`src/rtl/rsa_pkg.sv`:
```
package rsa_pkg;
  typedef enum logic [1:0] {
    ST_IDLE  = 2'd0,
    ST_ARMED = 2'd1,
    ST_SEND  = 2'd2
  } rsa_state_e;
endpackage

```
`src/rtl/rsa_sync.sv`:
```
module rsa_sync #(
  parameter int W      = 2,
  parameter int STAGES = 2
) (
  input  logic         clk,
  input  logic         rst,
  input  logic [W-1:0] d,
  output logic [W-1:0] q
);
  logic [W-1:0] chain [STAGES];

  for (genvar s = 0; s < STAGES; s++) begin : g_stage
    if (s == 0) begin : g_first
      always_ff @(posedge clk) begin
        if (rst) chain[s] <= '0;
        else     chain[s] <= d;
      end
    end else begin : g_next
      always_ff @(posedge clk) begin
        if (rst) chain[s] <= '0;
        else     chain[s] <= chain[s-1];
      end
    end
  end

  assign q = chain[STAGES-1];
endmodule

```
`src/rtl/rsa_rom.sv`:
```
module rsa_rom #(
  parameter int                  NBITS  = 32,
  parameter int                  IDXW   = 5,
  parameter logic [NBITS-1:0]    ANSWER = '0
) (
  input  logic [IDXW-1:0] idx,
  output logic            bit_o
);
  // Byte 0 sits in ANSWER[7:0]; bit i is sent i-th, which gives byte order and LSB-first order.
  always_comb begin
    bit_o = 1'b1;
    for (int i = 0; i < NBITS; i++) begin
      if (idx == IDXW'(i)) bit_o = ANSWER[i];
    end
  end
endmodule

```
`src/rtl/rsa_seq.sv`:
```
module rsa_seq
  import rsa_pkg::*;
#(
  parameter int NBITS = 32,
  parameter int IDXW  = 5
) (
  input  logic            clk,
  input  logic            rst,
  input  logic            rst_s,
  input  logic            sclk_s,
  input  logic            wr_busy,
  input  logic            pwr_fail,
  output logic            send_nx,
  output logic [IDXW-1:0] idx_nx,
  output logic [IDXW-1:0] idx_q,
  output logic            ovl_q
);
  localparam logic [IDXW-1:0] LAST = IDXW'(NBITS - 1);

  rsa_state_e state_q, state_nx;
  logic       ovl_nx;
  logic       rst_d, sclk_d;
  logic       rst_rise, rst_fall, sclk_fall;

  assign rst_rise  = rst_s & ~rst_d;
  assign rst_fall  = ~rst_s & rst_d;
  assign sclk_fall = ~sclk_s & sclk_d;

  always_comb begin
    state_nx = state_q;
    idx_nx   = idx_q;
    ovl_nx   = ovl_q;
    if (pwr_fail) begin
      state_nx = ST_IDLE;
      idx_nx   = '0;
    end else begin
      unique case (state_q)
        ST_IDLE: begin
          if (rst_rise) begin
            state_nx = ST_ARMED;
            ovl_nx   = 1'b0;
          end
        end
        ST_ARMED: begin
          if (rst_fall) begin
            idx_nx   = '0;
            state_nx = (ovl_q && !wr_busy) ? ST_SEND : ST_IDLE;
          end else if (sclk_fall) begin
            ovl_nx = 1'b1;
          end
        end
        ST_SEND: begin
          if (rst_rise) begin
            state_nx = ST_ARMED;
            ovl_nx   = 1'b0;
          end else if (sclk_fall && !rst_s) begin
            if (idx_q == LAST) begin
              state_nx = ST_IDLE;
              idx_nx   = '0;
            end else begin
              idx_nx = idx_q + 1'b1;
            end
          end
        end
        default: state_nx = ST_IDLE;
      endcase
    end
    if (state_nx != ST_ARMED) ovl_nx = 1'b0;
  end

  assign send_nx = (state_nx == ST_SEND);

  always_ff @(posedge clk) begin
    if (rst) begin
      state_q <= ST_IDLE;
      idx_q   <= '0;
      ovl_q   <= 1'b0;
      rst_d   <= 1'b0;
      sclk_d  <= 1'b0;
    end else begin
      state_q <= state_nx;
      idx_q   <= idx_nx;
      ovl_q   <= ovl_nx;
      rst_d   <= rst_s;
      sclk_d  <= sclk_s;
    end
  end
endmodule

```
`src/rtl/rst_answer_ser.sv`:
```
module rst_answer_ser #(
  parameter int                    NBYTES      = 4,
  parameter logic [8*NBYTES-1:0]   ANSWER      = 32'h55AA_0219,
  parameter int                    SYNC_STAGES = 2
) (
  input  logic clk,
  input  logic rst,
  input  logic rst_pin_i,
  input  logic sclk_i,
  input  logic wr_busy_i,
  input  logic pwr_fail_i,
  output logic sd_o,
  output logic sd_oe_o
);
  localparam int NBITS = 8 * NBYTES;
  localparam int IDXW  = $clog2(NBITS);

  logic [1:0]      pins_s;
  logic            rst_s, sclk_s;
  logic            send_nx, ovl_q, rom_bit;
  logic [IDXW-1:0] idx_nx, bit_idx;

  rsa_sync #(.W(2), .STAGES(SYNC_STAGES)) u_sync (
    .clk(clk), .rst(rst), .d({rst_pin_i, sclk_i}), .q(pins_s)
  );
  assign rst_s  = pins_s[1];
  assign sclk_s = pins_s[0];

  rsa_seq #(.NBITS(NBITS), .IDXW(IDXW)) u_seq (
    .clk(clk), .rst(rst), .rst_s(rst_s), .sclk_s(sclk_s),
    .wr_busy(wr_busy_i), .pwr_fail(pwr_fail_i),
    .send_nx(send_nx), .idx_nx(idx_nx), .idx_q(bit_idx), .ovl_q(ovl_q)
  );

  rsa_rom #(.NBITS(NBITS), .IDXW(IDXW), .ANSWER(ANSWER)) u_rom (
    .idx(idx_nx), .bit_o(rom_bit)
  );

  always_ff @(posedge clk) begin
    if (rst) begin
      sd_oe_o <= 1'b0;
      sd_o    <= 1'b1;
    end else begin
      sd_oe_o <= send_nx;
      sd_o    <= send_nx ? rom_bit : 1'b1;
    end
  end
endmodule

```
`config.mk`:
```
export PLATFORM = sky130hd
export DESIGN_NAME = rst_answer_ser
export DESIGN_NICKNAME = d
export VERILOG_FILES = /design/src/rtl/rsa_pkg.sv /design/src/rtl/rsa_sync.sv /design/src/rtl/rsa_rom.sv /design/src/rtl/rsa_seq.sv /design/src/rtl/rst_answer_ser.sv
export SDC_FILE = /design/constraint.sdc
export NUM_CORES = 1
export LEC_CHECK = 0
export BUFFER_PORTS_ARGS = -buffer_cell sky130_fd_sc_hd__buf_2
export CORE_MARGIN = 5
export CORE_UTILIZATION = 55
export CTS_CLUSTER_DIAMETER = 50
export DETAILED_ROUTE_END_ITERATION = 6
export PLACE_DENSITY = 0.8
export SLEW_MARGIN = 30
export SYNTH_ARGS = -nofsm -noshare
export SYNTH_HDL_FRONTEND = slang
export SYNTH_SLANG_ARGS = --single-unit
```
`constraint.sdc`:
```
create_clock -name clk -period 2.5 [get_ports clk]
set_input_delay 0.375 -clock clk [delete_from_list [all_inputs] [get_ports clk]]
set_output_delay 0.375 -clock clk [all_outputs]
set_load 0.02 [all_outputs]
```
Word level (Yosys, flattened, before mapping) --
Memory sizes are Yosys's and may differ from the RTL's. Index checks and enable logic that the tools add are counted.
Word-level totals: register bits after elaboration 12, bits in read-only memories 0, memories kept 1, latch bits 0, word-level logic and storage cells 122, memory bits (writable) 4
Cells by class: equal/unequal tests 39, $mul 0, add/sub/neg operators 1, reduce and logical (&&, ||, !) cells 10, multiplexer cells 54, shift operators 0, bitwise operators 10, $lt $le $gt $ge 0, divide/modulo/power cells 0
Memory list:
- u_sync.chain | depth 2, bits a word 2, read ports 2, clocked after Yosys merged registers in 0, write ports 2, line rsa_sync.sv:10 | logic [W-1:0] chain [STAGES];
Operator list (number):
- $eq 5x5->1 const B | 17
- $eq 5x4->1 const B | 8
- $mux 1 | 37
- $mux 5 | 5
- $eq 5x3->1 const B | 4
- $mux 2 | 9
- $eq 5x2->1 const B | 2
- $pmux 5 s2 | 1
- $ne 2x1->1 const B | 3
- $pmux 2 s3 | 1
- $reduce_or 2->1 | 3
- $add 5x1->5 const B | 1
- $eq 5x1->1 const B | 1
- $not 1->1 | 5
- $reduce_and 5->1 | 1
- $eq 2x2->1 const B | 2
- $and 1x1->1 | 3
- $eq 2x1->1 const B | 1
- $logic_and 1x1->1 | 2
- $logic_not 1->1 | 2
- $logic_not 2->1 | 1
- $ne 2x2->1 const B | 1
- $or 1x1->1 | 2
- $pmux 1 s2 | 1
- $reduce_bool 2->1 | 1

Logic depth before layout (Yosys ltp) --
Gate-level depths: netlist of run 1.
word-level depth 39, depth in mapped cells 9

By module --
Synthesis of run 1 repeated with hierarchy kept, for this count alone.
Unflattened totals: cell total of the unflattened synthesis 103, area, all modules 954.7 um^2
By module, submodules not included:
- rsa_seq | area an instance 733.2 um^2, cells an instance 83, times used 1
- rsa_sync | area an instance 105.1 um^2, cells an instance 8, times used 1
- rsa_rom | area an instance 58.8 um^2, cells an instance 8, times used 1
- rst_answer_ser | area an instance 57.6 um^2, cells an instance 4, times used 1

Least setup slack after synthesis of run 1 --
OpenSTA, ideal clock, no wires.
kind flip-flop to flip-flop, start point register u_seq.state_q[0], end point register sd_o, library setup time 0.127 ns, data required time 2.373 ns, setup slack 0.577 ns, stages on the path, launching flop included 9, clock period less this slack 1.923 ns, arrival time 1.796 ns, buffers on the path 0, cells stage by stage dfxtp_1 inv_1 ha_1 inv_1 or4_4 a21oi_2 and4b_1 a32oi_1 nand4_1
On the way: cells in the longest elaborated chain, start to end 35
Ends and longest elaborated chain:
- from (decl) | line rsa_seq.sv:20 | rsa_state_e state_q, state_nx;
- from (signal assigned) | line rsa_seq.sv:81 | state_q <= state_nx;
- $eq 2x2->1 or $eq 2x1->1 (tied branches) | line rsa_seq.sv:37 | unique case (state_q)
- $pmux 5 s2 | line rsa_seq.sv:37
- $mux 5 | line rsa_seq.sv:33 | if (pwr_fail) begin
- $eq 5x1->1 | line rsa_rom.sv:13 | if (idx == IDXW'(i)) bit_o = ANSWER[i];
- $mux 1 (31 in series) | line rsa_rom.sv:13
- to (signal assigned) | line rst_answer_ser.sv:45 | sd_o <= send_nx ? rom_bit : 1'b1;
- to (decl) | line rst_answer_ser.sv:12 | output logic sd_o,
Several ways; a longest one is shown, not always the timed one. A chain may end at the register's enable or synchronous reset.

Worst setup path after layout of run 1 --
start point register u_seq.idx_q[0], end point register sd_o
On the way: cells in the longest elaborated chain, start to end 38
Ends and longest elaborated chain:
- from (decl) | line rsa_seq.sv:15 | output logic [IDXW-1:0] idx_q,
- from (signal assigned) | line rsa_seq.sv:82 | idx_q <= idx_nx;
- $add 5x1->5 or $eq 5x5->1 (tied branches) | line rsa_seq.sv:61, rsa_seq.sv:57
- $mux 5 | line rsa_seq.sv:57 | if (idx_q == LAST) begin
- $mux 5 | line rsa_seq.sv:56 | end else if (sclk_fall && !rst_s) begin
- $mux 5 | line rsa_seq.sv:53 | if (rst_rise) begin
- $pmux 5 s2 | line rsa_seq.sv:37
- $mux 5 | line rsa_seq.sv:33
- $eq 5x1->1 | line rsa_rom.sv:13
- $mux 1 (31 in series) | line rsa_rom.sv:13
Several ways; a longest one is shown, not always the timed one.

==> summary.md, run 1 <==
| Metric | Value |
|---|---|
| Vias | `712` |
| Lkg Pwr | `0.351 nW` |
| Top-Level Pins | `8` |
| Placed inst area | `888 sq um` |
| Post-cts sizing count | `0` |
| PortBufs | `7` |
| Final Hold Viols | `0` |
| Number of global-route vias before repair | `between 700 and 800` |
| CORE AREA | `1470 sq um` |
| Run status | `complete, no violations` |
| Synth Register Bits | `16` |
| Startpoint types | `flip-flop` |
| Grt total ovfl | `0` |
| Mapped Cells | `between 90 and 100` |
| Worst Hold Depth | `2` |
| Setup bufs post-CTS | `0` |
| Crit end category | `flip-flop` |
| Worst R2R Path Depth | `9` |
| Worst Path Arrival | `approximately 2.4 ns` |
| Critical Path RT | `2.72 ns` |
| Seq pwr share | `58.3%` |
| Area Overhead vs Synth | `10.5%` |
| F_max | `0.466 GHz` |
| Pwr Density | `488 nW/um^2` |
| Max Clock Skew | `0.00210 ns` |
| Die Wd | `slightly below 50 um` |
| Sw Share | `approximately a fifth` |
| H-Tree Level Count | `1` |
| Starting density of the core | `between 50% and 60%` |
| Cts bufs inserted | `3` |
| DRT Wirelength | `1660 um` |
| EDFF count, synth | `0` |
| Max VDD drop | `0.439 mV` |
| DR iter-0 viols | `20` |
| Ys async rst share | `0%` |
| Rows | `14` |
| Initial DRT Pass Iterations | `4` |
| Logic gate share of total power | `under 10%` |
| First-pass GRT wire length | `roughly 3000 um` |
| Crit path kind | `reg2reg` |
| Die H | `49.0 um` |
| Share of layout cells above drive strength 1 | `between 10% and 20%` |
| Area of the multi-input gates | `498 sq um` |
| Hold WC Path Type | `in2reg` |
| Drt wl/cell | `14.1 um` |
| Worst skew pair latency | `0.28 ns` |
| Crit share post-route | `a little under nine tenths` |
| Largest area contributor in the netlist | `dfxtp_1` |
| Clock Path Buffers | `2` |
| Max-Cap Viols | `0` |
| TNS Setup | `0 ns` |
| NetSw | `93.4 uW` |
| Area contributors post-synth | `dfxtp_1 (38%), ha_1 (9.0%), nor2b_1 (6.7%), nor3_1 (3.6%), a22oi_1 (3.6%)` |
| Hold-fix buffers, CTS | `0` |
| Tightest Pin Transition | `0.461 ns` |
| Int Pwr | `357 uW` |
| Synth warn | `0` |
| Mean Syn Cell Area | `9.10 sq um` |
| Residual DRC | `0` |
| Crit-path max FO | `5` |
| Hpwl dp | `about 1300 um` |
| Prevailing post-synth register cell | `dfxtp_1` |
| Antenna diode count | `0` |
| Post-route cell area | `925 sq um` |
| Root buffer cell | `clkbuf_4` |
| Tot Pwr | `approximately 450 uW` |
| Hold Slack | `0.303 ns` |
| Nets | `approximately 120` |
| Clock Sinks | `16` |
| Register Area | `~320 sq um` |
| Routed Antenna Nets | `0` |
| Initial antenna violation count | `0` |
| GRT Overall Usage | `roughly 15%` |
| RSZ-0062 raised after global routing | `false` |
| Min Clock Period, post-route | `roughly 2.1 ns` |
| DIE AREA | `2400 sq um` |
| Slew HR | `69.3%` |
| Largest net degree at the start of global routing | `14` |
| Fin. max-slew vios | `0` |
| Setup-failing EPs final | `0` |
| CTS tree | `yes` |
| Synthesized area | `837 sq um` |
| Via-per-instance ratio | `6.03` |
| Clk slew on worst S/H paths | `~0.090 ns` |
| Syn nets | `104` |
| Layout filler cell count | `126` |
| Clock power share | `36.8%` |
| Sequential fraction of the synthesis area | `between 30% and 40%` |
| Synth top area share | `between 30% and 40%` |
| Routability Congestion | `around 0.86` |
| Post-synthesis cell type count | `34` |
## final cells by class
| class | instances | area share, % |
|---|---|---|
| timing repair buffer | 7 | 3.79 |
| sequential | 16 | 34.6 |
| multi-input combinational | 71 | 53.9 |
| clock buffer | 4 | 3.92 |
| tap | 16 | 2.17 |
| inverter | 4 | 1.62 |
## flip-flops by register name, indices dropped and copies added, names as in the netlist
signal / count
u_seq.idx_q: 5
u_sync.chain: 4
u_seq.state_q: 2
sd_o: 1
sd_oe_o: 1
u_seq.ovl_q: 1
u_seq.rst_d: 1
u_seq.sclk_d: 1
## cell usage in the layout, fill, tap and decap left out, drive strengths merged, types with 2 or more instances in the layout
master,synthesis,routed
a22o,3,3
dfxtp,16,16
nand2,4,4
nor2b,9,9
nor2,5,5
a22oi,4,4
a21oi,5,5
inv,4,4
ha,6,6
clkbuf,1,4
nand3,2,2
o22ai,2,2
buf,0,7
and3b,2,2
o21ai,6,6
nor3,6,6
## final timing paths
check	start	end	slack, ns
max	u_seq.idx_q[0]	sd_o	0.35
min	rst_pin_i	u_sync.chain[0][1]	0.30
max reg2reg	u_seq.idx_q[0]	sd_o	0.35
min reg2reg	u_sync.chain[0][1]	u_sync.chain[1][1]	0.45
## per-layer routing
layer / part of all wire, % / GRT usage, % / up-vias
met5: 0 / 0 / -
met4: 0.60 / 8.07 / 0
met3: 4.0 / 1.83 / 2
met2: 46 / 23.0 / 18
met1: 50 / 19.6 / 327
li1: - / - / 365
## per-stage QoR
stage,util [%],setup WS [ns],cells
finish,62.8,0.353,118
global route,62.8,0.152,118
CTS,62.8,0.351,118
detailed placement,60.4,0.377,114
global placement,60.4,0.423,114
floorplan,-,0.577,92
## critical path, stage by stage (launching register included)
cell       delay [ns]
dfxtp_1          0.43
ha_1             0.22
and3_1           0.18
ha_1             0.18
nand4bb_1        0.17
a221oi_1         0.32
o22ai_1          0.15
and3b_1          0.21
and2_1           0.17
nand4_1          0.07
## Yosys cell counts, types with 2 or more instances
cell type	count
dfxtp_1	16
nor2b_1	9
a22oi_1	4
o22ai_1	2
inv_1	4
nor3_1	6
o21ai_0	4
a21oi_1	4
nand3_1	2
nor2_1	5
o21ai_1	2
ha_1	6
nand2_1	4
a22o_1	3
and3b_1	2
## logic make-up (layout without fill, tap and decap cells)
| group | Yosys count | in the layout | share of synthesized area (%) |
|---|---|---|---|
| simple gates | 41 | 41 | 30.9 |
| buf+inv | 5 | 15 | 2.24 |
| compound gates | 23 | 23 | 18.4 |
| flops | 16 | 16 | 38.3 |
| fa+ha+maj | 6 | 6 | 8.97 |
| mux | 1 | 1 | 1.20 |
## power groups by stage
stage / registers [mW] / logic [mW] / clock network, mW
4_1_cts: 0.263 / 0.0220 / 0.167
3_3_place_gp: 0.268 / 0.0213 / 0
5_1_grt: 0.264 / 0.0251 / 0.187
2_1_floorplan: 0.267 / 0.0139 / 0
3_5_place_dp: 0.269 / 0.0219 / 0
6_report: 0.263 / 0.0222 / 0.166
Power figures use the tool's default switching activity.
==> run 2, diff against run 1 <==
--- a/config.mk
+++ b/config.mk
@@ -10,7 +10,9 @@
 export CORE_UTILIZATION = 55
 export CTS_CLUSTER_DIAMETER = 50
 export DETAILED_ROUTE_END_ITERATION = 6
+export GPL_TIMING_DRIVEN = 0
 export PLACE_DENSITY = 0.8
+export REMOVE_ABC_BUFFERS = 1
 export SLEW_MARGIN = 30
 export SYNTH_ARGS = -nofsm -noshare
 export SYNTH_HDL_FRONTEND = slang
==> run 2 against run 1 <==
Core utilization unchanged. Sequential cell count unchanged. Total power down 1.0%. Combinational power down 4%. Worst setup slack better by 0.0031 ns. Global-route usage up 0.16 points. Register-to-register slack about the same. Critical endpoint unchanged.
==> summary.md, run 2 (synthesis results as in run 1) <==
| Metric | Value |
|---|---|
| Cts bufs inserted | `3 (unchanged)` |
| TNS Setup | `0 ns (unchanged)` |
| Die H | `49.0 um (unchanged)` |
| Crit end category | `flip-flop` |
| DIE AREA | `2400 sq um (unchanged)` |
| Area Overhead vs Synth | `10.5% (unchanged)` |
| Antenna diode count | `0 (unchanged)` |
| Metal2 WL | `746 um (-1.3%)` |
| First-pass GRT wire length | `2980 um (+1.9%)` |
| Seq pwr share | `58.9% (+0.6 points)` |
| Clock power share | `36.4% (-0.4 points)` |
| Hold WC Path Type | `in2reg` |
| NetSw | `88.8 uW (-4.9%)` |
| Commonest non-fill, non-tap cell in the layout | `dfxtp_1` |
| Placed inst area | `888 sq um (unchanged)` |
| Max Clock Skew | `0.00106 ns (-0.00105 ns)` |
| Max-Cap Viols | `0 (unchanged)` |
| Setup-failing EPs final | `0 (unchanged)` |
| Clock Path Buffers | `2 (unchanged)` |
| Met1 wire length | `771 um (-6.8%)` |
| Met3 WL | `51 um (-23%)` |
| Hold-fix buffers, CTS | `0 (unchanged)` |
| Max Used Layer | `met4` |
| GRT Overall Usage | `15.0% (+0.16 points)` |
| Initial DRT Pass Iterations | `4 (unchanged)` |
| Root buffer cell | `clkbuf_4` |
| Int Pwr | `357 uW (about the same)` |
| Crit share post-route | `85.8% (-0.13 points)` |
| Via-per-instance ratio | `5.94 (-1.5%)` |
| Die Wd | `49.0 um (unchanged)` |
| Grt total ovfl | `0 (unchanged)` |
| Lkg Pwr | `0.351 nW (unchanged)` |
| CORE AREA | `1470 sq um (unchanged)` |
| Residual DRC | `0 (unchanged)` |
| Hold Slack | `0.309 ns (+0.00607 ns)` |
| Setup bufs post-CTS | `0 (unchanged)` |
| Post-route cell area | `925 sq um (unchanged)` |
| Min Clock Period, post-route | `2.14 ns (-0.00314 ns)` |
| Run status | `complete, no violations` |
| Post-cts sizing count | `0 (unchanged)` |
| Worst Path Arrival | `2.31 ns (-0.06 ns)` |
| R2R setup slack | `0.36 ns (about the same)` |
| Max reg flops | `5 (unchanged)` |
| Final Hold Viols | `0 (unchanged)` |
| PortBufs | `7 (unchanged)` |
| CP peak stage delay | `0.40 ns (-0.03 ns)` |
| DRT Wirelength | `1580 um (-4.7%)` |
| Routed Antenna Nets | `0 (unchanged)` |
| Startpoint types | `flip-flop` |
| Crit path kind | `reg2reg` |
| Clk slew on worst S/H paths | `0.09 ns (about the same)` |
| F_max | `0.466 GHz (+0.15%)` |
| Routability Congestion | `0.796 (-7.1%)` |
| CTS tree | `yes` |
| Largest regs | `u_seq.idx_q (5), u_sync.chain (4), u_seq.state_q (2)` |
| Hpwl dp | `1250 um (-0.67%)` |
| Nets | `115 (unchanged)` |
| RSZ-0062 raised after global routing | `false` |
| Initial antenna violation count | `0 (unchanged)` |
| Largest net degree at the start of global routing | `14 (unchanged)` |
| Most frequent cells in the layout | `dfxtp_1 (16), nor2b_1 (9), buf_2 (7)` |
| Number of global-route vias before repair | `709 (+1.0%)` |
| Worst skew pair latency | `0.27 ns (about the same)` |
| Pwr Density | `482 nW/um^2 (-1.0%)` |
| Share of layout cells above drive strength 1 | `14.7% (unchanged)` |
| CP Cell Sequence | `inv_1 -> ha_1 -> and4bb_2 -> a22o_1 -> a22oi_1 -> nor2_1 -> a32oi_1 -> nand4_1` |
| Fin. max-slew vios | `0 (unchanged)` |
| Clock Sinks | `16 (unchanged)` |
| Max VDD drop | `0.346 mV (-21%)` |
| DR iter-0 viols | `11 (-45%)` |
| Rows | `14 (unchanged)` |
| Logic gate share of total power | `4.8% (about the same)` |
| Sw Share | `19.9% (-0.81 points)` |
| Tightest Pin Transition | `0.483 ns (+0.0228 ns)` |
| Crit-path max FO | `6 (+1)` |
| Drt wl/cell | `13.4 um (-4.7%)` |
| H-Tree Level Count | `1 (unchanged)` |
| Top-Level Pins | `8 (unchanged)` |
| Vias | `701 (-1.5%)` |
| Biggest register | `u_seq.idx_q` |
| Critical Path RT | `2.66 ns (-0.06 ns)` |
| Slowest stage cell on the critical path | `dfxtp_1` |
| Starting density of the core | `56.9% (unchanged)` |
| Slew HR | `67.8% (-1.5 points)` |
run 2: cell type report:
type / count / area, sq um
clock buffers: 4 / 36.3
well taps: 16 / 20.0
multi-input cells: 71 / 498
inverters: 4 / 15.0
flip-flops and latches: 16 / 320
fillers: 132 / 547
repair buffers: 7 / 35.0
run 2: metrics by stage:
| step | utilization, % | worst slack [ns] | instances | total power, mW |
|---|---|---|---|---|
| after floorplan | - | 0.577 | 91 | 0.279 |
| after global routing | 62.8 | 0.197 | 118 | 0.471 |
| after detailed placement | 60.4 | 0.373 | 114 | 0.290 |
| final | 62.8 | 0.356 | 118 | 0.446 |
| after global placement | 60.4 | 0.428 | 114 | 0.289 |
| after CTS | 62.8 | 0.368 | 118 | 0.451 |
run 2: power groups by stage:
stage / combinational [mW] / clock (mW) / sequential, mW
4_1_cts: 0.0215 / 0.167 / 0.263
5_1_grt: 0.0248 / 0.183 / 0.263
3_3_place_gp: 0.0209 / 0 / 0.268
3_5_place_dp: 0.0215 / 0 / 0.269
6_report: 0.0213 / 0.162 / 0.263
2_1_floorplan: 0.0120 / 0 / 0.267
run 2: per-layer routing:
layer,GRT usage (%),vias to the layer above
met5,0,-
met4,7.17,0
met3,1.83,2
met2,23.5,15
met1,20.1,319
li1,-,365
run 2: final timing paths:
| path | from | endpoint | depth (start not counted) |
|---|---|---|---|
| hold / removal | rst_pin_i | u_sync.chain[0][1] | 2 |
| setup reg to reg | u_seq.state_q[0] | sd_o | 8 |
| hold reg to reg | u_sync.chain[0][1] | u_sync.chain[1][1] | 1 |
| setup / recovery | u_seq.state_q[0] | sd_o | 8 |
run 2: worst max-delay path, delay by kind of cell, from the launching register on:
family,cells,cell delay [ns]
buffers and inverters,1,0.10
AOI/OAI and AO/OA,3,0.77
DFF,1,0.40
and+or+nand+nor,3,0.45
adders and majority gates,1,0.32
